===== src/rtl/adc_emu_pkg.sv =====
// Package: state encodings shared by the converter interface emulator.
// Assumes: nothing beyond standard enum sizing.
package adc_emu_pkg;

    // Conversion sequencer phases.
    typedef enum logic [1:0] {
        SEQ_IDLE = 2'd0,
        SEQ_LEAD = 2'd1,
        SEQ_CONV = 2'd2
    } seq_state_t;

    // Output bus drive state.
    typedef enum logic {
        BUS_OFF = 1'b0,
        BUS_ON  = 1'b1
    } bus_state_t;

endpackage


===== src/rtl/adc_start_det.sv =====
// Module: detects a convert request, i.e. a falling mode line seen while
// the chip is selected. Assumes mode_i and sel_n_i are synchronous to clk.
module adc_start_det (
    input  logic clk,
    input  logic rst_n,
    input  logic mode_i,
    input  logic sel_n_i,
    output logic start_o
);

    logic mode_q;

    // Remember last mode level; reset to high so reset release is not an edge.
    always_ff @(posedge clk) begin
        if (!rst_n) mode_q <= 1'b1;
        else        mode_q <= mode_i;
    end

    // Request when the mode line was high and is now low with chip selected.
    always_comb begin
        start_o = mode_q && !mode_i && !sel_n_i;
    end

endmodule


===== src/rtl/adc_conv_seq.sv =====
// Module: conversion sequencer. Captures the sample at the request, waits
// START_DLY cycles, holds idle low for CONV_CYC cycles and loads the result
// UPDATE_LEAD cycles before idle returns high. Requests during a conversion
// are dropped and set a sticky violation flag.
// Assumes START_DLY >= 1, CONV_CYC >= 2, 1 <= UPDATE_LEAD < CONV_CYC.
module adc_conv_seq
    import adc_emu_pkg::*;
#(
    parameter int DW          = 12,
    parameter int START_DLY   = 2,
    parameter int CONV_CYC    = 260,
    parameter int UPDATE_LEAD = 2
) (
    input  logic          clk,
    input  logic          rst_n,
    input  logic          start_i,
    input  logic [DW-1:0] sample_i,
    output logic          idle_o,
    output logic [DW-1:0] hold_o,
    output logic [DW-1:0] res_o,
    output logic          viol_o
);

    localparam int CNT_MAX = (CONV_CYC > START_DLY) ? CONV_CYC : START_DLY;
    localparam int CW      = $clog2(CNT_MAX + 1);

    seq_state_t    st_q;
    logic [CW-1:0] cnt_q;
    logic [DW-1:0] hold_q;
    logic [DW-1:0] res_q;
    logic          viol_q;

    // Phase sequencing, sample capture, result load and violation tracking.
    always_ff @(posedge clk) begin
        if (!rst_n) begin
            st_q   <= SEQ_IDLE;
            cnt_q  <= '0;
            hold_q <= '0;
            res_q  <= '0;
            viol_q <= 1'b0;
        end else begin
            case (st_q)
                SEQ_IDLE: begin
                    if (start_i) begin
                        hold_q <= sample_i;
                        cnt_q  <= CW'(START_DLY - 1);
                        st_q   <= SEQ_LEAD;
                    end
                end
                SEQ_LEAD: begin
                    if (start_i) viol_q <= 1'b1;
                    if (cnt_q == '0) begin
                        cnt_q <= CW'(CONV_CYC - 1);
                        st_q  <= SEQ_CONV;
                    end else begin
                        cnt_q <= cnt_q - 1'b1;
                    end
                end
                SEQ_CONV: begin
                    if (start_i) viol_q <= 1'b1;
                    if (cnt_q == CW'(UPDATE_LEAD)) res_q <= hold_q;
                    if (cnt_q == '0) begin
                        st_q <= SEQ_IDLE;
                    end else begin
                        cnt_q <= cnt_q - 1'b1;
                    end
                end
                default: st_q <= SEQ_IDLE;
            endcase
        end
    end

    // Idle is low only during the conversion window.
    always_comb begin
        idle_o = (st_q != SEQ_CONV);
        hold_o = hold_q;
        res_o  = res_q;
        viol_o = viol_q;
    end

endmodule


===== src/rtl/adc_bus_drv.sv =====
// Module: output bus driver. Turns the bus on ACC_DLY cycles after the
// enable request holds, and off REL_DLY cycles after it drops. The value
// is forced to zero while off. Assumes ACC_DLY >= 1 and REL_DLY >= 1.
module adc_bus_drv
    import adc_emu_pkg::*;
#(
    parameter int DW      = 12,
    parameter int ACC_DLY = 6,
    parameter int REL_DLY = 3
) (
    input  logic          clk,
    input  logic          rst_n,
    input  logic          req_i,
    input  logic [DW-1:0] res_i,
    output logic          oe_o,
    output logic [DW-1:0] dout_o
);

    localparam int DMAX = (ACC_DLY > REL_DLY) ? ACC_DLY : REL_DLY;
    localparam int BW   = $clog2(DMAX + 1);

    bus_state_t    st_q;
    logic [BW-1:0] cnt_q;

    // Delay the turn-on and turn-off of the bus by their own counts.
    always_ff @(posedge clk) begin
        if (!rst_n) begin
            st_q  <= BUS_OFF;
            cnt_q <= '0;
        end else if (st_q == BUS_OFF) begin
            if (!req_i) begin
                cnt_q <= '0;
            end else if (cnt_q == BW'(ACC_DLY - 1)) begin
                cnt_q <= '0;
                st_q  <= BUS_ON;
            end else begin
                cnt_q <= cnt_q + 1'b1;
            end
        end else begin
            if (req_i) begin
                cnt_q <= '0;
            end else if (cnt_q == BW'(REL_DLY - 1)) begin
                cnt_q <= '0;
                st_q  <= BUS_OFF;
            end else begin
                cnt_q <= cnt_q + 1'b1;
            end
        end
    end

    // Gate each data bit with the enable; zero models high impedance.
    assign oe_o = (st_q == BUS_ON);
    for (genvar b = 0; b < DW; b++) begin : g_gate
        assign dout_o[b] = res_i[b] & oe_o;
    end

endmodule


===== src/rtl/adc_iface_emu.sv =====
// Module: top of the converter interface emulator. Joins request detection,
// the conversion sequencer and the bus driver. The bus request follows the
// three-way rule: read level, chip selected, not converting.
// Assumes all inputs are synchronous to clk.
module adc_iface_emu #(
    parameter int DW          = 12,
    parameter int START_DLY   = 2,
    parameter int CONV_CYC    = 260,
    parameter int UPDATE_LEAD = 2,
    parameter int ACC_DLY     = 6,
    parameter int REL_DLY     = 3
) (
    input  logic          clk,
    input  logic          rst_n,
    input  logic          mode_i,
    input  logic          sel_n_i,
    input  logic [DW-1:0] sample_i,
    output logic          idle_o,
    output logic          oe_o,
    output logic [DW-1:0] dout_o,
    output logic          viol_o
);

    logic          start_w;
    logic          bus_req_w;
    logic [DW-1:0] hold_w;
    logic [DW-1:0] res_w;

    adc_start_det u_det (
        .clk     (clk),
        .rst_n   (rst_n),
        .mode_i  (mode_i),
        .sel_n_i (sel_n_i),
        .start_o (start_w)
    );

    adc_conv_seq #(
        .DW          (DW),
        .START_DLY   (START_DLY),
        .CONV_CYC    (CONV_CYC),
        .UPDATE_LEAD (UPDATE_LEAD)
    ) u_seq (
        .clk      (clk),
        .rst_n    (rst_n),
        .start_i  (start_w),
        .sample_i (sample_i),
        .idle_o   (idle_o),
        .hold_o   (hold_w),
        .res_o    (res_w),
        .viol_o   (viol_o)
    );

    // Bus request: read level, chip selected, and no conversion running.
    always_comb begin
        bus_req_w = mode_i && !sel_n_i && idle_o;
    end

    adc_bus_drv #(
        .DW      (DW),
        .ACC_DLY (ACC_DLY),
        .REL_DLY (REL_DLY)
    ) u_bus (
        .clk    (clk),
        .rst_n  (rst_n),
        .req_i  (bus_req_w),
        .res_i  (res_w),
        .oe_o   (oe_o),
        .dout_o (dout_o)
    );

endmodule


===== config.mk =====
export PLATFORM = sky130hd
export DESIGN_NAME = adc_iface_emu
export DESIGN_NICKNAME = d
export VERILOG_FILES = /design/src/rtl/adc_emu_pkg.sv /design/src/rtl/adc_start_det.sv /design/src/rtl/adc_conv_seq.sv /design/src/rtl/adc_bus_drv.sv /design/src/rtl/adc_iface_emu.sv
export SDC_FILE = /design/constraint.sdc
export NUM_CORES = 1
export LEC_CHECK = 0
export BUFFER_PORTS_ARGS = -buffer_cell sky130_fd_sc_hd__buf_4
export CAP_MARGIN = 20
export CORE_MARGIN = 2
export CORE_UTILIZATION = 40
export CTS_CLUSTER_DIAMETER = 120
export DETAILED_ROUTE_END_ITERATION = 6
export PLACE_DENSITY_LB_ADDON = 0.12
export SLEW_MARGIN = 30
export SYNTH_ARGS = -nofsm -noshare
export SYNTH_HDL_FRONTEND = slang
export SYNTH_SLANG_ARGS = --single-unit
export TNS_END_PERCENT = 20

===== constraint.sdc =====
create_clock -name clk -period 2.5 [get_ports clk]
set_input_delay 0.125 -clock clk [delete_from_list [all_inputs] [get_ports clk]]
set_output_delay 0.125 -clock clk [all_outputs]
set_load 0.02 [all_outputs]

## After elaboration in Yosys (flattened, before gate mapping)

Cells that the tools add are included.

- Muxes and demuxes: 18
- Reduce and logical (&&, ||, !) cells: 15
- Eq/ne operators: 10
- Bitwise logic cells: 12
- Add/subtract/negate cells: 2

Operators by type and width:

| cell | number |
|---|---|
| 2-to-1 mux 9 bit | 3 |
| one-hot mux 9 bit (3 select lines) | 1 |
| 2-to-1 mux 3 bit | 5 |
| bitwise AND 1 bit | 12 |
| equality test 9 x 2 -> 1 bit (second input constant) | 1 |
| logical NOT 9 bit | 1 |
| subtractor 9 x 1 -> 9 bit (second input constant) | 1 |
| 2-to-1 mux 2 bit | 3 |
| != test 2 bit (second input constant) | 3 |
| one-hot mux 2 bit (3 select lines) | 1 |
| AND reduction 2 bit | 3 |
| AND reduction 3 bit | 2 |
| 2-to-1 mux 1 bit | 5 |
| logical AND 1 bit | 4 |
| != test 2 x 1 -> 1 bit (second input constant) | 2 |
| adder 3 x 1 -> 3 bit (second input constant) | 1 |
| equality test 3 x 2 -> 1 bit (second input constant) | 1 |
| equality test 3 bit (second input constant) | 1 |
| nonzero test 3 bit | 1 |
| equality test 2 x 1 -> 1 bit (second input constant) | 1 |
| equality test 2 bit (second input constant) | 1 |
| logical NOT 1 bit | 2 |
| logical NOT 2 bit | 1 |
| OR reduction 2 bit | 1 |

- Flip-flop bits (word level): 41
- Input port bits: 16

## Depth between registers and ports, before layout

- Depth in word-level cells: 5
- Mapped depth: 7
- Gate-level depth less buffers: 6

## Hierarchy

Synthesis repeated with hierarchy kept, for this count alone.

- Cell total of the unflattened synthesis: 230
- Area total of the unflattened synthesis: 2045.7 um^2

Modules (own cells, without submodules):

| module | instances | area each (um^2) | cells each |
|---|---|---|---|
| adc_conv_seq | 1 | 1705.4 | 189 |
| adc_bus_drv | 1 | 292.8 | 37 |
| adc_start_det | 1 | 38.8 | 3 |
| adc_iface_emu | 1 | 8.8 | 1 |

## Worst setup path before layout

No wires, ideal clock.

- Path kind: flip-flop to flip-flop
- Start: reg u_det.mode_q
- End: reg u_seq.cnt_q[7]
- Buffers on the path: 1
- Stages on the path, launching flop included: 6
- Setup slack: 0.704 ns
- Arrival: 1.717 ns
- Library setup time: 0.079 ns
- Cells stage by stage: dfxtp_1 > or3b_4 > a21o_1 > buf_6 > or4_4 > a211oi_2

- Cells in the longest elaborated chain, start to end: 4

Ends and longest elaborated chain:

| element | line | RTL |
|---|---|---|
| start, declared | adc_start_det.sv:11 | `logic mode_q;` |
| start signal, assigned | adc_start_det.sv:16 | `else mode_q <= mode_i;` |
| logical AND 1 bit (2 in a row) | adc_start_det.sv:21 | `start_o = mode_q && !mode_i && !sel_n_i;` |
| != test 2 bit (no source line) | n/a |  |
| AND reduction 3 bit (no source line) | n/a |  |
| end signal, assigned | adc_conv_seq.sv:46 | `cnt_q <= CW'(START_DLY - 1);` |
| end signal, assigned | adc_conv_seq.sv:53 | `cnt_q <= CW'(CONV_CYC - 1);` |
| end signal, assigned | adc_conv_seq.sv:56 | `cnt_q <= cnt_q - 1'b1;` |
| end, declared | adc_conv_seq.sv:28 | `logic [CW-1:0] cnt_q;` |

Every way passes these cells.
A chain may end at the register's enable or synchronous reset.

## Worst setup path in the final report

- Start: reg u_seq.cnt_q[0]
- End: reg u_seq.cnt_q[5]

- Cells in the longest elaborated chain, start to end: 3

Ends and longest elaborated chain:

| element | line | RTL |
|---|---|---|
| subtractor 9 x 1 -> 9 bit or logical NOT 9 bit (tied branches) | n/a |  |
| 2-to-1 mux 9 bit, or another cell as far along | adc_conv_seq.sv:62 | `if (cnt_q == '0) begin` |
| one-hot mux 9 bit (3 select lines) or AND reduction 3 bit (tied branches) | n/a |  |

Several ways; a longest one is shown, not always the timed one. The select of a mux whose other input is x is not followed.

==> qor.txt <==
CLOCKING
-------------------------------------------------------------------------------
Insertion delay to the later sink of the worst-skew pair .........       290 ps
H-tree levels ....................................................            2
Clock sink count .................................................           41
Maximum buffer depth of the clock tree ...........................            2
Number of buffers inserted to repair setup after CTS .............            0
Root buf cell ....................................................     clkbuf_8
Clock-pin slew on the worst setup and hold paths .................        80 ps
Post-CTS Hold Fix Bufs ...........................................            0
Total clock buffers created by CTS ...............................            5
CTS tree .........................................................          yes
Number of gates given a new drive strength after cts .............            0

PLACEMENT
-------------------------------------------------------------------------------
Final weighted congestion of routability-driven global placement .       0.8933
Worst slack, placed ..............................................     505.4 ps
HPWL Detailed .................................................... 2908 microns
IO Port Bufs .....................................................           30
Placed Instances .................................................          320
Placed standard-cell area ........................................   2277 sq um

CELLS AND AREA
-------------------------------------------------------------------------------
Sequential cell area .............................................  820.8 sq um
Antenna Cells ....................................................            0
Final-layout fill cell count .....................................          489
Post-layout utilization of the core ..............................       50.42%
NumNets Final ....................................................          282
Fraction of layout cells with a size suffix above 1 ..............       22.22%
Area added between synthesis and finish ..........................       21.19%
Layout Cell Area excl Fill .......................................   2397 sq um
Non-filler cells, final ..........................................          328
Area of combinational cells with multiple inputs .................   1072 sq um

TIMING
-------------------------------------------------------------------------------
Share of the clock period used by the worst path after layout ....       81.51%
Setup TNS after final layout .....................................         0 ps
Setup repair after global routing missed its margin ..............        false
Final critical-path required period ..............................      2038 ps
Worst clock skew .................................................     3.802 ps
Final critical-path setup slack ..................................     462.2 ps
Hold slack .......................................................     32.60 ps
Worst Max-Slew Pin Slew ..........................................     552.4 ps
Number of failing hold endpoints at the final stage ..............            0
Maximum clock frequency ..........................................   0.4907 GHz
Final setup viols ................................................            0
Count of pins over their slew limit ..............................            0
Relative slew slack ..............................................       63.13%

LOGIC SYNTHESIS
-------------------------------------------------------------------------------
Mean area per synthesized cell ...................................  8.676 sq um
Number of distinct library cells after synthesis .................           47
Yosys top cell area share ........................................       41.49%
Async set-reset flop share out of synthesis ......................           0%
Synth Flop Type ..................................................      dfxtp_1
Synthesized instance count .......................................          228
Number of enable flip-flop cells after synthesis .................            0
Cell accounting for the most synthesized area ....................      dfxtp_1
Share of synthesized area occupied by flip-flops and latches .....       41.49%
Number of nets in the synthesized netlist ........................          250
Post-synthesis register bit count ................................           41
Post-synthesis instance area .....................................   1978 sq um
Biggest area contributors in the synthesized netlist ............. dfxtp_1 41%, mux2i_1 6.6%, a21oi_1 5.8%, nand2_1 5.5%, and2_1 4.4%
Most numerous cell in the Yosys netlist ..........................      dfxtp_1
Total number of yosys warnings ...................................            0
Leading post-synthesis cells by instance count ................... 41 x dfxtp_1, 29 x nand2_1, 23 x a21oi_1

POWER AND IR DROP
-------------------------------------------------------------------------------
Reported net switching power .....................................    0.4473 mW
Ratio of total power to cell area ................................ 662.5 nW/um^2
Design internal power ............................................     1.141 mW
Switching Fraction ...............................................       28.16%
Static leakage power .............................................     1.014 nW
Clk pwr share ....................................................        35.5%
Portion of total power attributed to combinational logic .........        20.0%
IR Drop Worst-Case VDD ...........................................    0.3485 mV
Overall power after layout .......................................     1.588 mW
Sequential Power Share ...........................................        44.5%

CRITICAL PATH
-------------------------------------------------------------------------------
Crit-path slowest cell ...........................................       or3b_2
Sequence of cells on the critical path ........................... inv_1 -> ha_1 -> or3b_2 -> nor4_4 -> o31ai_1 -> a211oi_1
Arrival time at the worst endpoint ...............................      2250 ps
Critical path startpoint category ................................     register
Required arrival time at the worst endpoint ......................      2710 ps
Worst path max stage delay .......................................       520 ps
Critical path capture point type .................................     register
Critical path fanouts, max .......................................           10
Worst setup path class ........................................... register to register

FLOW RUN
-------------------------------------------------------------------------------
Max-cap violations ...............................................            0

ROUTE
-------------------------------------------------------------------------------
First-pass iteration count of the detailed router ................            4
First DRT Iteration DRCs .........................................           59
Via Count ........................................................        1,661
Routed length per instance ....................................... 13.03 microns
Antenna Nets Post-Route ..........................................            0
Number of DRC violations after detailed routing ..................            0
Routed Wire Length ............................................... 4273 microns
Via/cell ratio ...................................................        5.064

FLOORPLANNING
-------------------------------------------------------------------------------
Top-level port count .............................................           31
Area of the core .................................................   4755 sq um
Std-Cell Rows ....................................................           25
Initial core utilization .........................................       41.61%
Die boundary height .............................................. 74.33 microns
Die W ............................................................ 74.33 microns
Die Area .........................................................   5524 sq um

WORST HOLD PATH
-------------------------------------------------------------------------------
Worst hold path class ............................................ input port to register

RUN STATUS
-------------------------------------------------------------------------------
Result of the run ................................................ complete, no violations

GLOBAL ROUTING
-------------------------------------------------------------------------------
Total gr overflow ................................................            0
Initial antenna violation count ..................................            0
Number of global-route vias before repair ........................        1,464
Global-route wire length before repair ........................... 6686 microns
All-Layer GR Usage ...............................................       15.88%
Maximum number of pins on one net before global-route repair .....           40

-- flip-flops by register name, indices dropped and copies added (netlist names) --
register,cells
u_det.mode_q,1
u_seq.cnt_q,9
u_bus.oe_o,1
u_bus.cnt_q,3
u_seq.res_o,12
u_seq.viol_o,1
u_seq.hold_o,12
u_seq.st_q,2
-- routing by layer --
metal | vias up | global-route usage [%] | routed length [microns]
met5 | - | 0 | 0
met4 | 0 | 8.532 | 72
met3 | 7 | 3.252 | 152
met2 | 27 | 25.79 | 1988
met1 | 759 | 19.82 | 2060
li1 | 868 | - | -
-- layout make-up --
cell class	count	area share, %
multi-input combinational	167	44.73
sequential	41	34.24
timing repair buffer	35	10.96
tap	67	3.497
clock buffer	6	3.445
clock inverter	2	1.566
inverter	10	1.566
-- layout by cell type (no fill, tap or decap), types with 2 or more instances in the layout --
master,synthesis,final
dfxtp_1,41,41
buf_4,0,35
nand2_1,29,29
a21oi_1,23,23
nor2_1,17,17
and2_1,14,14
mux2i_1,13,13
inv_1,10,10
o21ai_0,10,10
ha_1,6,6
clkbuf_8,0,6
a211oi_1,5,5
nor3_1,4,4
nand4_1,4,4
or4_1,3,3
o31ai_1,3,3
nand2b_1,3,3
nor4b_1,2,2
or3b_2,2,2
nor2b_1,2,2
or3_1,2,2
a31o_2,2,2
-- cell families (layout without fill, tap and decap cells) --
kind of cell,after synthesis,count (layout),synth area share [%]
flip-flops,41,41,41.49
adder cells (fa/ha/maj),6,6,3.795
buffers and inverters,20,53,4.301
AND/OR/NAND/NOR,92,92,25.43
AO/OA/AOI/OAI,56,56,18.41
multiplexers,13,13,6.578
-- final timing paths --
| path | startpoint | end | slack, ps | cells past startpoint |
|---|---|---|---|---|
| worst max-delay path | u_seq.cnt_q[0] | u_seq.cnt_q[5] | 460 | 6 |
| worst min register to register | u_seq.hold_o[3] | u_seq.hold_o[3] | 460 | 2 |
| worst min-delay path | rst_n | u_det.mode_q | 30 | 2 |
| worst max register to register | u_seq.cnt_q[0] | u_seq.cnt_q[5] | 460 | 6 |
-- worst max-delay path, delay by kind of cell (launching register included) --
| kind | cells | cell delay, ps |
|---|---|---|
| buffers and inverters | 1 | 150 |
| flip-flops | 1 | 310 |
| AND/OR/NAND/NOR | 2 | 930 |
| adder cells (fa/ha/maj) | 1 | 210 |
| AO/OA/AOI/OAI | 2 | 360 |
-- power groups by stage --
| stage | registers [mW] | clock network (mW) | logic, mW |
|---|---|---|---|
| global placement | 0.723 | 0 | 0.311 |
| detailed placement | 0.723 | 0 | 0.312 |
| global route | 0.712 | 0.609 | 0.348 |
| CTS | 0.708 | 0.583 | 0.315 |
| finish | 0.707 | 0.563 | 0.317 |
| floorplan | 0.717 | 0 | 0.218 |
Note: power is estimated with default switching activity, not from simulation.
